[src/rtl/ecc_err_log_pkg.sv]
package ecc_err_log_pkg;
  localparam int STAT_W   = 16;
  localparam int PADDR_W  = 33;
  localparam int SYN_W    = 8;

  localparam int BIT_CE    = 0;
  localparam int BIT_UE    = 1;
  localparam int BIT_RFTO  = 8;
  localparam int BIT_LOCK  = 9;
  localparam int BIT_THERM = 11;

  localparam logic [STAT_W-1:0] FLAG_MASK =
    STAT_W'((1 << BIT_CE) | (1 << BIT_UE) | (1 << BIT_RFTO) |
            (1 << BIT_LOCK) | (1 << BIT_THERM));

  localparam int OFS_STAT  = 0;
  localparam int OFS_CMD   = 1;
  localparam int OFS_EADDR = 2;
  localparam int OFS_EXT   = 3;
  localparam int OFS_SYN   = 4;

  typedef struct packed {
    logic [PADDR_W-1:0] addr;
    logic               chan;
    logic [SYN_W-1:0]   syn;
  } err_info_t;
endpackage

[src/rtl/ecc_err_status.sv]
module ecc_err_status
  import ecc_err_log_pkg::*;
(
  input  logic              clk_i,
  input  logic              rst_ni,
  input  logic [STAT_W-1:0] set_i,
  input  logic [STAT_W-1:0] clr_i,
  output logic [STAT_W-1:0] stat_o
);
  for (genvar b = 0; b < STAT_W; b++) begin : g_bit
    if (FLAG_MASK[b]) begin : g_flag
      logic flag_q;
      always_ff @(posedge clk_i or negedge rst_ni) begin
        if (!rst_ni) flag_q <= 1'b0;
        else         flag_q <= set_i[b] | (flag_q & ~clr_i[b]);  // set wins
      end
      assign stat_o[b] = flag_q;
    end else begin : g_rsvd
      assign stat_o[b] = 1'b0;
    end
  end
endmodule

[src/rtl/ecc_err_capture.sv]
module ecc_err_capture
  import ecc_err_log_pkg::*;
#(
  parameter int GRAIN_LSB = 7
) (
  input  logic      clk_i,
  input  logic      rst_ni,
  input  logic      ce_i,
  input  logic      ue_i,
  input  logic      ce_held_i,
  input  logic      ue_held_i,
  input  err_info_t info_i,
  output err_info_t info_o
);
  localparam int KEEP_W = PADDR_W - GRAIN_LSB;

  logic [KEEP_W-1:0]    addr_q;
  logic                 chan_q;
  logic [SYN_W-1:0]     syn_q;
  logic                 load;
  logic [GRAIN_LSB-1:0] addr_lo_unused;

  assign addr_lo_unused = info_i.addr[GRAIN_LSB-1:0];

  // UE may displace a CE record; CE only fills an empty record
  assign load = (ue_i & ~ue_held_i) | (ce_i & ~ce_held_i & ~ue_held_i);

  always_ff @(posedge clk_i or negedge rst_ni) begin
    if (!rst_ni) begin
      addr_q <= '0;
      chan_q <= 1'b0;
      syn_q  <= '0;
    end else if (load) begin
      addr_q <= info_i.addr[PADDR_W-1:GRAIN_LSB];
      chan_q <= info_i.chan;
      syn_q  <= info_i.syn;
    end
  end

  assign info_o.addr = {addr_q, {GRAIN_LSB{1'b0}}};
  assign info_o.chan = chan_q;
  assign info_o.syn  = syn_q;
endmodule

[src/rtl/ecc_err_serr.sv]
module ecc_err_serr
  import ecc_err_log_pkg::*;
(
  input  logic              clk_i,
  input  logic              rst_ni,
  input  logic [STAT_W-1:0] stat_i,
  input  logic [STAT_W-1:0] en_i,
  output logic              serr_o
);
  logic [STAT_W-1:0] hit;
  logic              serr_q;

  for (genvar b = 0; b < STAT_W; b++) begin : g_hit
    assign hit[b] = stat_i[b] & en_i[b];
  end

  always_ff @(posedge clk_i or negedge rst_ni) begin
    if (!rst_ni) serr_q <= 1'b0;
    else         serr_q <= |hit;
  end

  assign serr_o = serr_q;
endmodule

[src/rtl/ecc_err_regif.sv]
module ecc_err_regif
  import ecc_err_log_pkg::*;
#(
  parameter int REG_AW    = 3,
  parameter int DATA_W    = 32,
  parameter int GRAIN_LSB = 7
) (
  input  logic              clk_i,
  input  logic              rst_ni,
  input  logic [REG_AW-1:0] reg_addr_i,
  input  logic              reg_wr_i,
  input  logic [DATA_W-1:0] reg_wdata_i,
  output logic [DATA_W-1:0] reg_rdata_o,
  input  logic [STAT_W-1:0] stat_i,
  input  err_info_t         info_i,
  output logic [STAT_W-1:0] clr_o,
  output logic [STAT_W-1:0] cmd_o
);
  logic [STAT_W-1:0]        cmd_q;
  logic                     wr_stat, wr_cmd;
  logic [DATA_W-1:0]        eaddr_rd, ext_rd, syn_rd;
  logic [DATA_W-STAT_W-1:0] wdata_hi_unused;
  logic [GRAIN_LSB-1:0]     info_lo_unused;

  assign wdata_hi_unused = reg_wdata_i[DATA_W-1:STAT_W];
  assign info_lo_unused  = info_i.addr[GRAIN_LSB-1:0];

  assign wr_stat = reg_wr_i && (reg_addr_i == REG_AW'(OFS_STAT));
  assign wr_cmd  = reg_wr_i && (reg_addr_i == REG_AW'(OFS_CMD));
  assign clr_o   = wr_stat ? (reg_wdata_i[STAT_W-1:0] & FLAG_MASK) : '0;

  always_ff @(posedge clk_i or negedge rst_ni) begin
    if (!rst_ni)     cmd_q <= '0;
    else if (wr_cmd) cmd_q <= reg_wdata_i[STAT_W-1:0] & FLAG_MASK;
  end
  assign cmd_o = cmd_q;

  always_comb begin
    eaddr_rd = '0;
    eaddr_rd[DATA_W-1:GRAIN_LSB] = info_i.addr[DATA_W-1:GRAIN_LSB];
    eaddr_rd[0] = info_i.chan;
    ext_rd = '0;
    ext_rd[0] = info_i.addr[PADDR_W-1];
    syn_rd = '0;
    syn_rd[SYN_W-1:0] = info_i.syn;
  end

  always_comb begin
    case (reg_addr_i)
      REG_AW'(OFS_STAT):  reg_rdata_o = DATA_W'(stat_i);
      REG_AW'(OFS_CMD):   reg_rdata_o = DATA_W'(cmd_q);
      REG_AW'(OFS_EADDR): reg_rdata_o = eaddr_rd;
      REG_AW'(OFS_EXT):   reg_rdata_o = ext_rd;
      REG_AW'(OFS_SYN):   reg_rdata_o = syn_rd;
      default:            reg_rdata_o = '0;
    endcase
  end
endmodule

[src/rtl/ecc_err_log.sv]
module ecc_err_log
  import ecc_err_log_pkg::*;
#(
  parameter int REG_AW    = 3,
  parameter int DATA_W    = 32,
  parameter int GRAIN_LSB = 7
) (
  input  logic               clk_i,
  input  logic               rst_ni,
  input  logic               ce_i,
  input  logic               ue_i,
  input  logic [PADDR_W-1:0] err_addr_i,
  input  logic               err_chan_i,
  input  logic [SYN_W-1:0]   err_syn_i,
  input  logic               rfto_i,
  input  logic               lock_i,
  input  logic               therm_i,
  input  logic [REG_AW-1:0]  reg_addr_i,
  input  logic               reg_wr_i,
  input  logic [DATA_W-1:0]  reg_wdata_i,
  output logic [DATA_W-1:0]  reg_rdata_o,
  output logic               serr_o
);
  logic [STAT_W-1:0] set_vec, clr_vec, stat_q, cmd_q;
  err_info_t         info_in, info_q;
  logic [SYN_W-1:0]  log_syn;

  always_comb begin
    set_vec            = '0;
    set_vec[BIT_CE]    = ce_i;
    set_vec[BIT_UE]    = ue_i;
    set_vec[BIT_RFTO]  = rfto_i;
    set_vec[BIT_LOCK]  = lock_i;
    set_vec[BIT_THERM] = therm_i;
  end

  assign info_in.addr = err_addr_i;
  assign info_in.chan = err_chan_i;
  assign info_in.syn  = err_syn_i;
  assign log_syn      = info_q.syn;

  ecc_err_status u_status (
    .clk_i (clk_i), .rst_ni (rst_ni),
    .set_i (set_vec), .clr_i (clr_vec), .stat_o (stat_q)
  );

  ecc_err_capture #(.GRAIN_LSB(GRAIN_LSB)) u_capture (
    .clk_i (clk_i), .rst_ni (rst_ni),
    .ce_i (ce_i), .ue_i (ue_i),
    .ce_held_i (stat_q[BIT_CE]), .ue_held_i (stat_q[BIT_UE]),
    .info_i (info_in), .info_o (info_q)
  );

  ecc_err_regif #(.REG_AW(REG_AW), .DATA_W(DATA_W), .GRAIN_LSB(GRAIN_LSB)) u_regif (
    .clk_i (clk_i), .rst_ni (rst_ni),
    .reg_addr_i (reg_addr_i), .reg_wr_i (reg_wr_i),
    .reg_wdata_i (reg_wdata_i), .reg_rdata_o (reg_rdata_o),
    .stat_i (stat_q), .info_i (info_q),
    .clr_o (clr_vec), .cmd_o (cmd_q)
  );

  ecc_err_serr u_serr (
    .clk_i (clk_i), .rst_ni (rst_ni),
    .stat_i (stat_q), .en_i (cmd_q), .serr_o (serr_o)
  );
endmodule

[config.mk]
export PLATFORM = sky130hd
export DESIGN_NAME = ecc_err_log
export DESIGN_NICKNAME = d
export VERILOG_FILES = /design/src/rtl/ecc_err_log_pkg.sv /design/src/rtl/ecc_err_status.sv /design/src/rtl/ecc_err_capture.sv /design/src/rtl/ecc_err_serr.sv /design/src/rtl/ecc_err_regif.sv /design/src/rtl/ecc_err_log.sv
export SDC_FILE = /design/constraint.sdc
export NUM_CORES = 1
export LEC_CHECK = 0
export ABC_AREA = 0
export BUFFER_PORTS_ARGS = -buffer_cell sky130_fd_sc_hd__buf_2
export CAP_MARGIN = 20
export CORE_ASPECT_RATIO = 1.75
export CORE_MARGIN = 2
export CORE_UTILIZATION = 45
export CTS_CLUSTER_DIAMETER = 30
export DETAILED_ROUTE_END_ITERATION = 8
export PLACE_DENSITY = 0.76
export SYNTH_ARGS = -nofsm -noshare
export SYNTH_HDL_FRONTEND = slang
export SYNTH_HIERARCHICAL = 1
export SYNTH_SLANG_ARGS = --single-unit
[constraint.sdc]
create_clock -name clk_i -period 1.92 [get_ports clk_i]
set_input_delay 0.096 -clock clk_i [delete_from_list [all_inputs] [get_ports clk_i]]
set_output_delay 0.096 -clock clk_i [all_outputs]
set_load 0.02 [all_outputs]
==> results.sh <==
export IMPL_grt_max_degree=47
export IMPL_ys_warn_count=6
export IMPL_rsz0062_at_grt="false"
export IMPL_ctsHoldBuffers=5
export IMPL_drive_above_1_share_pct=47.4
export IMPL_drt_iter0_drc=32
export IMPL_syn_area_um2=2630
export IMPL_final_cell_mix="buf_2, dfrtp_1, mux2_2"
export IMPL_rows=36
export IMPL_htreeDepth=2
export IMPL_finalCriticalPeriod_ns=1.48
export IMPL_clockBufferDepth=2
export IMPL_setup_viol=0
export IMPL_port_buffers=83
export IMPL_pin_count=118
export IMPL_nFillCells=550
export IMPL_die_h_um=105
export IMPL_hold_class="input pin to flip-flop"
export IMPL_regToRegSetupSlack_ns=0.44
export IMPL_wirelength_mm=5.26
export IMPL_ant_nets=0
export IMPL_p_leak_uw=0.00154
export IMPL_final_common_cell="buf_2"
export IMPL_p_per_area_nw_per_um2=798
export IMPL_power_uw=2460
export IMPL_worstMarginPinSlew_ns=0.584
export IMPL_cts_resized=0
export IMPL_whs_ns=0.0332
export IMPL_grt_first_pass_wirelength_mm=8.46
export IMPL_core_area_um2=5590
export IMPL_period_share_pct=77.2
export IMPL_cts_tree="built"
export IMPL_fmax_mhz=675
export IMPL_max_cap_viol_count=0
export IMPL_end_kind="flip-flop"
export IMPL_numClockSinks=46
export IMPL_critPathArrivalTime_ns=1.66
export IMPL_nets=389
export IMPL_path_clk_slew_ns=0.08
export IMPL_dieArea_um2=6490
export IMPL_clock_skew_ns=0.00364
export IMPL_antennaDiodeCount=0
export IMPL_ir_drop_mv=0.540
export IMPL_num_vias=1796
export IMPL_drt_pass1_iterations=3
export IMPL_track_usage_pct=17.6
export IMPL_gp_congestion=0.777
export IMPL_min_from="err_addr_i[12]"
export IMPL_die_w_um=61.8
export IMPL_overflow=0
export IMPL_post_cts_buffers=0
export IMPL_status="finished, final reports clean"
export IMPL_syn_to_final_growth_pct=17.4
export IMPL_r2r_start="u_status/g_bit[0].g_flag.flag_q"
export IMPL_clkLatencyLatePin_ns=0.29
export IMPL_antenna_found_initial=0
export IMPL_drc=0
export IMPL_cts_buffers=5
export IMPL_r2r_end="u_capture/addr_q[24]"
export IMPL_maxSlewViolCount=0
export IMPL_hold_violations=0
export IMPL_finalSetupTns_ns=0
export IMPL_wl_per_cell_um=13.9
export IMPL_path_max_fanout=18
export IMPL_viasPerCell=4.73
export IMPL_clockRootBuffer="clkbuf_8"
export IMPL_worst_setup_path_start_kind="flip-flop"
export IMPL_holdPathStages=2
export IMPL_grt_pass1_vias=1870
export IMPL_rr_worst_depth=4
export IMPL_hpwl_mm=4.09
export IMPL_final_util_pct=55.2
export IMPL_syn_inst=221
export IMPL_required_ns=2.10
export IMPL_slew_headroom_pct=61.1
export IMPL_worst_setup_path_type="flip-flop to flip-flop"
export IMPL_syn_avg_cell_area_um2=11.9
export IMPL_min_to="u_capture/addr_q[5]"
export IMPL_initial_core_util_pct=47.0
[worst max-delay path by stage]
stage                                    start              endpoint  slack [ns]  cells past startpoint
2_1_floorplan  u_status/g_bit[0].g_flag.flag_q   u_capture/addr_q[0]        0.42                      5
3_5_place_dp   u_status/g_bit[0].g_flag.flag_q  u_capture/addr_q[10]        0.43                      4
4_1_cts        u_status/g_bit[0].g_flag.flag_q  u_capture/addr_q[24]        0.42                      4
3_3_place_gp   u_status/g_bit[0].g_flag.flag_q  u_capture/addr_q[11]        0.47                      4
5_1_grt        u_status/g_bit[0].g_flag.flag_q  u_capture/addr_q[10]        0.36                      4
6_report       u_status/g_bit[0].g_flag.flag_q  u_capture/addr_q[24]        0.44                      4
[registers in the layout, summed over array words and instances (netlist names)]
register,flops
u_capture/syn_q,8
u_regif/cmd_o,5
u_serr/serr_o,1
u_status/g_bit.g_flag.flag_q,5
u_capture/addr_q,26
u_capture/chan_q,1
[critical path, cell delays in order (launching register included)]
cell	delay, ns
dfrtp_1	0.42
nand2b_4	0.16
a21oi_4	0.14
buf_4	0.27
mux2_2	0.37
[per-layer routing]
metal  vias to the layer above  track usage, %  share of wire, %
met1                       878            18.1                36
li1                        865               -                 -
met3                         7            3.09               3.9
met2                        46            32.7                58
met5                         -               0                 0
met4                         0            6.69               1.8
[metrics by stage]
step                cells  setup slack, ns  cell area [um^2]
finish                380            0.439              3080
global placement      368            0.469              2960
CTS                   380            0.423              3080
floorplan             241            0.417              2700
detailed placement    368            0.432              2960
global route          380            0.363              3080
[power breakdown]
part	internal (uW)	switching, uW
registers	1200	116
logic	340	252
clock network	251	305
[final cells by class]
cell class | instances | area (um^2) | share of cell area, %
Multi-Input combinational cell | 150 | 1220 | 39.7
Sequential cell | 46 | 1150 | 37.3
Timing Repair Buffer | 94 | 510 | 16.6
Tap cell | 76 | 95.1 | 3.08
Clock buffer | 7 | 76.3 | 2.48
Inverter | 7 | 26.3 | 0.852
(Power assumes the default switching activity.)
